--- config.mk ---
export PLATFORM = sky130hd
export DESIGN_NAME = usb_in_ep_buf
export DESIGN_NICKNAME = d
export VERILOG_FILES = /design/src/rtl/usb_in_ep_buf.sv
export SDC_FILE = /design/constraint.sdc
export NUM_CORES = 1
export LEC_CHECK = 0
export BUFFER_PORTS_ARGS = -buffer_cell sky130_fd_sc_hd__buf_2
export CORE_MARGIN = 3
export CORE_UTILIZATION = 55
export CTS_BUF_LIST = sky130_fd_sc_hd__clkbuf_8
export DETAILED_ROUTE_END_ITERATION = 6
export PLACE_DENSITY = 0.76
export SKIP_CTS_REPAIR_TIMING = 1
export SYNTH_ARGS = -nofsm -noshare
export SYNTH_HDL_FRONTEND = slang
export SYNTH_SLANG_ARGS = --single-unit
--- constraint.sdc ---
create_clock -name clk -period 4.6 [get_ports clk]
set_input_delay 0.92 -clock clk [delete_from_list [all_inputs] [get_ports clk]]
set_output_delay 0.92 -clock clk [all_outputs]
set_load 0.03 [all_outputs]
--- src/rtl/usb_in_ep_buf.sv ---
module usb_in_ep_buf #(
  parameter int BANK_BYTES = 64,
  parameter int NUM_BANKS  = 2
) (
  input  logic       clk,
  input  logic       rst_n,
  input  logic       cpu_wr_en,
  input  logic [7:0] cpu_wr_data,
  input  logic       flag_wr_en,
  input  logic [2:0] flag_wr_data,
  input  logic       irq_en,
  output logic       txini,
  output logic       fifocon,
  output logic       rwal,
  output logic       proto_err,
  output logic       ep_irq,
  input  logic       in_token,
  input  logic       ack,
  output logic       nak,
  output logic       tx_valid,
  output logic [7:0] tx_data,
  output logic       tx_eop
);

  localparam int CW = $clog2(BANK_BYTES + 1);
  localparam int IW = (BANK_BYTES > 1) ? $clog2(BANK_BYTES) : 1;
  localparam int PW = (NUM_BANKS > 1) ? $clog2(NUM_BANKS) : 1;

  typedef enum logic [1:0] {S_IDLE, S_SEND, S_WAIT} st_t;

  logic [7:0]           mem [NUM_BANKS][BANK_BYTES];
  logic [CW-1:0]        cnt [NUM_BANKS];
  logic [NUM_BANKS-1:0] full_q, full_n;
  logic [PW-1:0]        cpu_ptr, cpu_ptr_n, usb_ptr;
  logic                 txini_q, fifocon_q, err_q, nak_q;
  st_t                  st;
  logic [CW-1:0]        rd_idx, tx_cnt;

  function automatic logic [PW-1:0] nxt(input logic [PW-1:0] p);
    return (p == PW'(NUM_BANKS - 1)) ? '0 : p + PW'(1);
  endfunction

  wire clr_fc  = flag_wr_en && !flag_wr_data[1];
  wire commit  = clr_fc && fifocon_q && !txini_q;
  wire bad_clr = clr_fc && fifocon_q && txini_q;
  wire freed   = (st == S_WAIT) && ack;
  wire wr_ok   = cpu_wr_en && rwal;

  assign rwal      = fifocon_q && (cnt[cpu_ptr] < CW'(BANK_BYTES));
  assign txini     = txini_q;
  assign fifocon   = fifocon_q;
  assign proto_err = err_q;
  assign ep_irq    = txini_q && irq_en;
  assign nak       = nak_q;
  assign tx_cnt    = cnt[usb_ptr];
  assign tx_valid  = (st == S_SEND) && (tx_cnt != '0);
  assign tx_eop    = (st == S_SEND) && ((tx_cnt == '0) || (rd_idx == tx_cnt - CW'(1)));
  assign tx_data   = mem[usb_ptr][rd_idx[IW-1:0]];

  always_comb begin
    full_n = full_q;
    if (commit) full_n[cpu_ptr] = 1'b1;
    if (freed)  full_n[usb_ptr] = 1'b0;
    cpu_ptr_n = commit ? nxt(cpu_ptr) : cpu_ptr;
  end

  always_ff @(posedge clk) begin
    if (!rst_n) begin
      txini_q   <= 1'b1;
      fifocon_q <= 1'b1;
      err_q     <= 1'b0;
      cpu_ptr   <= '0;
      full_q    <= '0;
    end else begin
      full_q  <= full_n;
      cpu_ptr <= cpu_ptr_n;
      if (commit) begin
        txini_q   <= !full_n[cpu_ptr_n];
        fifocon_q <= !full_n[cpu_ptr_n];
      end else if (freed && usb_ptr == cpu_ptr && !fifocon_q) begin
        txini_q   <= 1'b1;
        fifocon_q <= 1'b1;
      end else if (flag_wr_en && !flag_wr_data[0]) begin
        txini_q <= 1'b0;
      end
      if (bad_clr) err_q <= 1'b1;
      else if (flag_wr_en && !flag_wr_data[2]) err_q <= 1'b0;
    end
  end

  always_ff @(posedge clk) begin
    if (wr_ok) mem[cpu_ptr][cnt[cpu_ptr][IW-1:0]] <= cpu_wr_data;
  end

  always_ff @(posedge clk) begin
    if (!rst_n) begin
      for (int b = 0; b < NUM_BANKS; b++) cnt[b] <= '0;
    end else begin
      if (wr_ok) cnt[cpu_ptr] <= cnt[cpu_ptr] + CW'(1);
      if (freed) cnt[usb_ptr] <= '0;
    end
  end

  always_ff @(posedge clk) begin
    if (!rst_n) begin
      st      <= S_IDLE;
      rd_idx  <= '0;
      usb_ptr <= '0;
      nak_q   <= 1'b0;
    end else begin
      nak_q <= 1'b0;
      case (st)
        S_IDLE: if (in_token) begin
          if (full_q[usb_ptr]) begin
            st     <= S_SEND;
            rd_idx <= '0;
          end else begin
            nak_q <= 1'b1;
          end
        end
        S_SEND: begin
          if (tx_eop) st <= S_WAIT;
          else rd_idx <= rd_idx + CW'(1);
        end
        S_WAIT: begin
          if (ack) begin
            st      <= S_IDLE;
            usb_ptr <= nxt(usb_ptr);
          end else if (in_token) begin
            st     <= S_SEND;
            rd_idx <= '0;
          end
        end
        default: st <= S_IDLE;
      endcase
    end
  end

endmodule


==> flow_metrics.tcl <==
set metrics [dict create \
    first_global_vias 21300 \
    pre_cts_ws_ns 0.370 \
    use_met3_pct 6.58 \
    drcViolationCount 0 \
    initial_utilization_pct 55.8 \
    arrival_ns 3.63 \
    synth.avg_cell_area_um2 20.4 \
    async_reset_ff_share_pct 0 \
    post-place-cells 2982 \
    synth.cell_area_um2 41800 \
    num_vias 21300 \
    clock_skew_ns 0.0186 \
    reg2reg_setup_slack_ns 0.78 \
    synth_commonest_cells "edfxtp_1 (1,024), mux4_2 (264), nor2_1 (154)" \
    dr.first_iter.drc_count 2616 \
    hold_depth 2 \
    worst_pin_slew_ns 1.20 \
    cpPeakStageDelay_ns 0.58 \
    cts_sinks 1057 \
    insertion_delay_ns 0.79 \
    grt_max_degree 111 \
    area_growth_pct 11.5 \
    syn-num-nets 2068 \
    worstPathMaxFanout 26 \
    rows 100 \
    wl_per_cell_um 28.9 \
    antenna_found_initial 2 \
    met2_usage_pct 37.2 \
    hold_path_class "in2reg" \
    synth_cells 2046 \
    critPathKind "reg2out" \
    p_per_area_nw_per_um2 389 \
    fp.dieArea_um2 79300 \
    fillers 5009 \
    drt_first_pass_iters 5 \
    ant_nets 0 \
    fin_ws_ns 0.0516 \
    cts_buffer_depth 3 \
    final-setup-viol-count 0 \
    slew_headroom_pct 19.8 \
    whs_ns 0.370 \
    overflow 0 \
    synth.yosys.seq_area_share_pct 75.2 \
    timing.final.crit_share_pct 98.9 \
    gp_routability_congestion 0.862 \
    cts_tree "yes" \
    wl_mm 95.2 \
    ff2ff_path_depth 5 \
    dpl.hpwl_mm 56.0 \
    cts_buffers 161 \
    synth_most_common_cell "edfxtp_1" \
    gr-usage-all-layers_pct 24.0 \
    fin_nets 2225 \
    grt_first_pass_wirelength_mm 139 \
    fp.dieH_um 282 \
    endpoint_kind "output pin" \
    critical_path_required_ns 3.68 \
    maxCapViolCount 0 \
    path_cells "buf_16 -> buf_8 -> mux4_2 -> mux2i_1 -> a22oi_1 -> nand3_1 -> nand4_1 -> buf_2" \
    vias_per_cell 6.45 \
    grt_use_met1_pct 33.1 \
    ys_warn_count 0 \
    drive_gt1_share_pct 25.3 \
    ys_types 51 \
    rsz0062_at_grt "true" \
    synth_top_area_cell "edfxtp_1" \
    core_area_um2 74800 \
    ys_ff_latch 1057 \
    worst_setup_path_start_kind "flip-flop" \
    cts_root_buf "clkbuf_8" \
    p_leak_nw 14.1 \
    htreeDepth 4 \
    holdPathEnd "st[1]$_SDFFE_PN0P_" \
    clk_pin_slew_ns 0.06 \
    hold_viol 0 \
    io_pins 34 \
    synthTopCellsByArea "edfxtp_1 (74%), mux4_2 (14%), mux2i_1 (3.0%)" \
    busiest_layer "met2" \
    period_needed_ns 4.55 \
    synth_edf_count 1024 \
    fin_cells 3293 \
    slew_viol_final 0 \
    min-delay-start "in_token" \
    synth_flop_cell "edfxtp_1" \
    max_freq_mhz 220 \
    io_buffers 33 \
    status "finished, final reports clean" \
    r2r-end "mem[1][172]$_DFFE_PP_" \
    die_x_um 282 \
    cp_slowest_cell "mux4_2" \
    synth_top_area_share_pct 73.6 \
    peakVddDrop_v 0.000326 \
]
## logic make-up after synthesis
| group | share of synthesized area, % |
|---|---|
| multiplexers | 17.4 |
| adder cells (fa/ha/maj) | 0.120 |
| AND/OR/NAND/NOR | 3.73 |
| AO/OA/AOI/OAI | 1.85 |
| flip-flops | 75.2 |
| XOR/XNOR | 0.377 |
| buffers and inverters | 1.40 |
## flip-flops by register name, indices dropped and copies added (netlist names), named ones only
signal,flops
st,2
cpu_ptr,1
cnt,14
rd_idx,7
full_q,2
mem,1024
nak,1
usb_ptr,1
proto_err,1
fifocon,1
txini,1
## per-stage QoR
stage	cell area [µm²]	TNS, ns	util, %	total power [mW]
after floorplan	41800	0	-	11.0
after global placement	43200	0	57.7	11.2
after detailed placement	43200	0	57.7	11.2
after CTS	46100	-2.64	61.6	18.2
after global routing	46600	-0.0160	62.3	18.7
final	46600	0	62.3	18.1
## how the worst max path moves through the flow
| stage | startpoint | endpoint | slack, ns | depth (start not counted) |
|---|---|---|---|---|
| 2_1_floorplan | flip-flop | tx_eop | 0.53 | 14 |
| 3_3_place_gp | flip-flop | tx_data[5] | 0.36 | 8 |
| 3_5_place_dp | flip-flop | tx_data[5] | 0.37 | 8 |
| 4_1_cts | flip-flop | tx_data[5] | -0.53 | 8 |
| 5_1_grt | flip-flop | tx_data[6] | -0.008 | 8 |
| 6_report | flip-flop | tx_data[6] | 0.05 | 8 |
## critical path: cells and delay by family, from the launching register on
| family | cells | cell delay [ns] |
|---|---|---|
| AND/OR/NAND/NOR | 2 | 0.56 |
| buffers and inverters | 3 | 0.81 |
| flip-flops | 1 | 0.37 |
| multiplexers | 2 | 0.86 |
| AO/OA/AOI/OAI | 1 | 0.18 |
## cell usage in the layout (no fill, tap or decap), types with 48 or more instances in the layout
cell / count
buf_4: 62
nand2_1: 48
mux2i_1: 122
inv_1: 63
clkbuf_8: 172
edfxtp_1: 1024
mux4_2: 264
a22oi_1: 56
nand3_1: 54
nor2_1: 151
## where the power goes
part,switching [mW],internal (mW)
sequential,0.0142,10.6
clock,3.47,3.60
combinational,0.355,0.106
## routing by layer
layer | wire, µm | vias to the layer above
met5 | 13 | -
met4 | 3170 | 2
met3 | 9500 | 200
met2 | 45700 | 1173
met1 | 36800 | 11100
li1 | - | 8788
## cell type report
| type | instances | area, µm² | area share (%) |
|---|---|---|---|
| antenna | 2 | 5.00 | 0.0107 |
| clock buffer | 172 | 2370 | 5.08 |
| clock inverter | 110 | 547 | 1.17 |
| inverter | 7 | 26.3 | 0.0564 |
| multi-input combinational | 865 | 9850 | 21.1 |
| sequential | 1057 | 31400 | 67.4 |
| tap | 969 | 1210 | 2.60 |
| timing repair buffer | 111 | 1170 | 2.51 |
Note: power is estimated with default switching activity, not from simulation.
